File: src/rtl/trig_ring_reader.sv
module trig_ring_reader #(
  parameter int DW  = 12,
  parameter int AW  = 8,
  parameter int LAT = 40,
  parameter int WIN = 32,
  parameter int FD  = 4
) (
  input  logic          clk,
  input  logic          rst_n,
  input  logic [DW-1:0] smp_in,
  input  logic          trig,
  output logic [DW-1:0] ev_data,
  output logic          ev_valid,
  output logic          ev_first,
  output logic          ev_last,
  output logic          trig_ovf
);
  localparam int DEPTH = 1 << AW;
  localparam int FAW   = $clog2(FD);
  localparam int WCW   = $clog2(WIN);
  localparam logic [AW-1:0]  LAT_A = AW'(LAT);
  localparam logic [WCW-1:0] LASTW = WCW'(WIN - 1);
  localparam logic [FAW:0]   FULLC = (FAW+1)'(FD);

  logic [DW-1:0]  mem [DEPTH];
  logic [AW-1:0]  wptr, raddr;
  logic [AW-1:0]  fq [FD];
  logic [FAW-1:0] fwr, frd;
  logic [FAW:0]   fcnt;
  logic           busy;
  logic [WCW-1:0] wcnt;

  wire full = (fcnt == FULLC);
  wire push = trig && !full;
  wire pop  = !busy && (fcnt != '0);

  always_ff @(posedge clk) mem[wptr] <= smp_in;

  always_ff @(posedge clk or negedge rst_n)
    if (!rst_n) wptr <= '0;
    else        wptr <= wptr + 1'b1;

  always_ff @(posedge clk) if (push) fq[fwr] <= wptr;

  always_ff @(posedge clk or negedge rst_n)
    if (!rst_n) begin
      fwr      <= '0;
      frd      <= '0;
      fcnt     <= '0;
      trig_ovf <= 1'b0;
    end else begin
      if (push) fwr <= fwr + 1'b1;
      if (pop)  frd <= frd + 1'b1;
      fcnt <= fcnt + (FAW+1)'(push) - (FAW+1)'(pop);
      if (trig && full) trig_ovf <= 1'b1;
    end

  always_ff @(posedge clk or negedge rst_n)
    if (!rst_n) begin
      busy     <= 1'b0;
      wcnt     <= '0;
      raddr    <= '0;
      ev_valid <= 1'b0;
      ev_first <= 1'b0;
      ev_last  <= 1'b0;
    end else begin
      ev_valid <= busy;
      ev_first <= busy && (wcnt == '0);
      ev_last  <= busy && (wcnt == LASTW);
      if (pop) begin
        raddr <= fq[frd] - LAT_A;
        wcnt  <= '0;
        busy  <= 1'b1;
      end else if (busy) begin
        raddr <= raddr + 1'b1;
        wcnt  <= wcnt + 1'b1;
        if (wcnt == LASTW) busy <= 1'b0;
      end
    end

  always_ff @(posedge clk) if (busy) ev_data <= mem[raddr];
endmodule


File: config.mk
export PLATFORM = sky130hd
export DESIGN_NAME = trig_ring_reader
export DESIGN_NICKNAME = d
export VERILOG_FILES = /design/src/rtl/trig_ring_reader.sv
export SDC_FILE = /design/constraint.sdc
export NUM_CORES = 2
export LEC_CHECK = 0
export BUFFER_PORTS_ARGS = -buffer_cell sky130_fd_sc_hd__clkbuf_2
export CAP_MARGIN = 15
export CORE_ASPECT_RATIO = 0.75
export CORE_MARGIN = 2
export CORE_UTILIZATION = 55
export CTS_CLUSTER_DIAMETER = 200
export CTS_CLUSTER_SIZE = 28
export DETAILED_ROUTE_END_ITERATION = 8
export PLACE_DENSITY = 0.69
export SLEW_MARGIN = 20
export SYNTH_ARGS = -nofsm -noshare
export SYNTH_HDL_FRONTEND = slang
export SYNTH_SLANG_ARGS = --single-unit
File: constraint.sdc
create_clock -name clk -period 3.7 [get_ports clk]
set_input_delay 0.185 -clock clk [delete_from_list [all_inputs] [get_ports clk]]
set_output_delay 0.185 -clock clk [all_outputs]
set_load 0.01 [all_outputs]
==> results.md <==
* Minimum clock period at 3779 ps
* Die Ht at 412.0 um
* Total Neg Setup Slack at -79.29 ps
* Antenna Nets Post-Route at 0
* First-pass GRT wire length at 476300 um
* Skew-Pair Late Insertion Delay at 860 ps
* Sw Pwr at 0.03121 W
* Via Count at 63.74k
* CTS clk-pin slew, worst paths at 110 ps
* Int Power at 0.05983 W
* Worst min path class: in2reg
* Worst path required time at 4320 ps
* Share of layout cells above drive strength 1 at 25.21%
* WS Path Type: reg2reg
* GP Congestion at 0.9226
* Die area at 225800 um2
* Fmax at 0.2646 GHz
* H-tree depth at 4
* Ports at 31
* Clock root cell: clkbuf_16
* #FFs+latches synth at 3149
* Status: finished, violations left
* Via-to-Cell Ratio at 6.873
* Setup crit start kind: register
* Largest net degree at the start of global routing at 132
* Critical Path End Type: register
* Violated checks: negative hold slack, negative setup slack
* Initial core utilization at 55.44%
* Site Rows at 149
* Final number of hold-violating endpoints at 2
* Post-layout util at 60.97%
* Final setup vio count at 1
* Pwr/cell area at 678.3 nW/um2
* Unrepaired setup endpoints after global routing: no
* Worst slew margin at 17.67%
* Logic pwr share at 36.8%
* EDFF count, synth at 3116
* Area growth syn-to-layout at 9.964%
* DRT Wirelength at 343700 um
* Drt first pass iters at 6
* Slowest-stage cell, CP: mux4_2
* DIE WIDTH at 548.0 um
* Initial antenna violation count at 20
* CTS tree: built
* Crit path largest cell delay at 580 ps
* Sequential Power Share at 44.1%
* YS warnings at 0
* CTS sink cnt at 3149
* TritonCTS buffer count at 138
* Syn avg cell area at 21.28 um2
* Clk buf depth at 4
* Post-DP HPWL at 221100 um
* Overall Global Routing Usage at 30.43%
* Crit-path cells: buf_12 > buf_12 > buf_12 > mux4_2 > a221oi_1 > nand3_1 > a211o_1 > a32o_1
* Synthesized net count at 5767
* Wirelength per Cell at 37.07 um
* Initial DRC count at 11.91k
* Crit Path Max Fanout at 40
* Clock power frac at 19.1%
* Critical Path Most Common Cell: buf_12
* Max_cap viols at 0
* Leakage Power at 42.96 nW
* PortBufs at 30
* Fin cells at 9273
* Total core area at 220200 um2
* Peak supply drop at 0.4973 mV
* Sw frac at 34.29%
* Worst Path Arrival at 4400 ps
* Part of the cycle the worst path needs at 102.1%
* Hold WS at -5.567 ps
* Vias in the first global route at 60.04k
* Layout Nets at 6322
* Main flop type after synthesis: edfxtp_1
* GR Overflow Total at 0
* Synth async-reset ratio at 1.048%
* Final Skew at 51.74 ps
* Placed Cells at 9076
* Fraction of the yosys area taken by sequential cells at 77.33%
* Fin worst setup slack at -79.29 ps
* DRC violations left at 0
* Distinct cell type count of the synthesized netlist at 77
* Max Slew Vio Count at 0
* Post-place setup slack at -233.8 ps
* Slew @ Worst Pin at 1235 ps
* Synthesized cell area at 122100 um2
* Post-Synthesis Cells at 5736
## worst max-delay path, delay by kind of cell, from the launching register on
family	cells	cell delay, ps
AND/OR/NAND/NOR	1	420
flip-flops	1	440
multiplexers	1	580
buffers and inverters	3	730
AO/OA/AOI/OAI	3	1310
## metrics by stage
step / total power, W / area (um2) / hold slack [ps]
detailed placement: 0.07341 / 130300 / 380.3
global route: 0.09301 / 134200 / 18.66
global placement: 0.07329 / 130300 / 371.0
finish: 0.09104 / 134200 / -5.567
CTS: 0.09031 / 134100 / 15.85
floorplan: 0.05887 / 122100 / -110.6
## power by group through the flow
stage	logic, W	clock network [W]	registers (W)
after global routing	0.0343	0.0186	0.0402
after floorplan	0.0184	0	0.0404
after CTS	0.0327	0.0174	0.0402
after detailed placement	0.0323	0	0.0411
final	0.0335	0.0174	0.0402
after global placement	0.0322	0	0.0411
## per-layer routing
metal,global-route usage (%),wire length [um]
met4,10.82,14100
met3,8.796,51450
met1,45.30,128600
met5,0.4203,237
met2,43.31,149300
## cell usage in the layout, fill, tap and decap left out, types with 23 or more instances in the layout
cell type	instances
a211oi_1	49
a21oi_1	126
a221oi_1	58
a22o_1	37
a22oi_1	86
buf_12	89
buf_4	632
clkbuf_1	23
clkbuf_16	139
dfrtp_1	25
edfxtp_1	3116
mux2i_1	347
mux4_2	636
nand2_1	149
nand3_1	42
nor2_1	284
o21ai_0	41
o221ai_1	61
o22ai_1	43
## flip-flops by register name, indices dropped and copies added, names as in the netlist
register,count
raddr,8
wcnt,5
fq,32
busy,1
frd,2
ev_first,1
fcnt,3
trig_ovf,1
fwr,2
wptr,8
mem,3072
ev_last,1
ev_valid,1
ev_data,12
## worst paths after layout
path                            start           end  slack [ps]  depth (start not counted)
min in group asynchronous       rst_n       fcnt[0]           0                          2
max in group asynchronous       rst_n      raddr[2]        2990                          2
min                        smp_in[11]  mem[232][11]          -6                          1
max reg2reg                  raddr[0]    ev_data[4]         -80                          8
max                          raddr[0]    ev_data[4]         -80                          8
min reg2reg                   wcnt[4]      ev_first         510                          1
## cell families (layout without fill, tap and decap cells)
group,count (synthesis),in the layout,share of synthesized area (%)
xor gates and xnor gates,22,22,0.1578
other,0,10,0
DFF,3149,3149,77.33
buffers and inverters,366,949,1.891
AOI/OAI and AO/OA,600,600,3.562
and+or+nand+nor,586,586,2.070
adders and majority gates,16,16,0.1701
muxes,997,997,14.82
## layout make-up
type	count	area, um2
well taps	2944	3684
repair buffers	761	6899
multi-input cells	2221	25500
clock inverters	6	60.06
fillers	15010	85940
diodes	10	25.02
inverters	20	77.57
clock buffers	162	3565
flip-flops and latches	3149	94420
## timing repair
item | 4_1_cts | 5_1_grt
buffers inserted | 4 | 5
resized for setup | 7 | 1
pin swaps | 0 | 0
setup endpoints to repair | 8 | 3
hold endpoints to repair | 179 | 32
hold buffers | 8 | 1
## synth_stat cells (all sizes together), types with 50 or more instances
master	n	area, um2
edfxtp	3116	93570
a22oi	86	645.6
mux4	645	14560
nor2	291	1092
buf	221	1749
mux2i	347	3473
a221oi	62	568.1
clkbuf	125	484.2
a21oi	126	630.6
a211oi	50	380.4
o221ai	62	543.0
nand2	152	570.6
(Power assumes the default switching activity.)
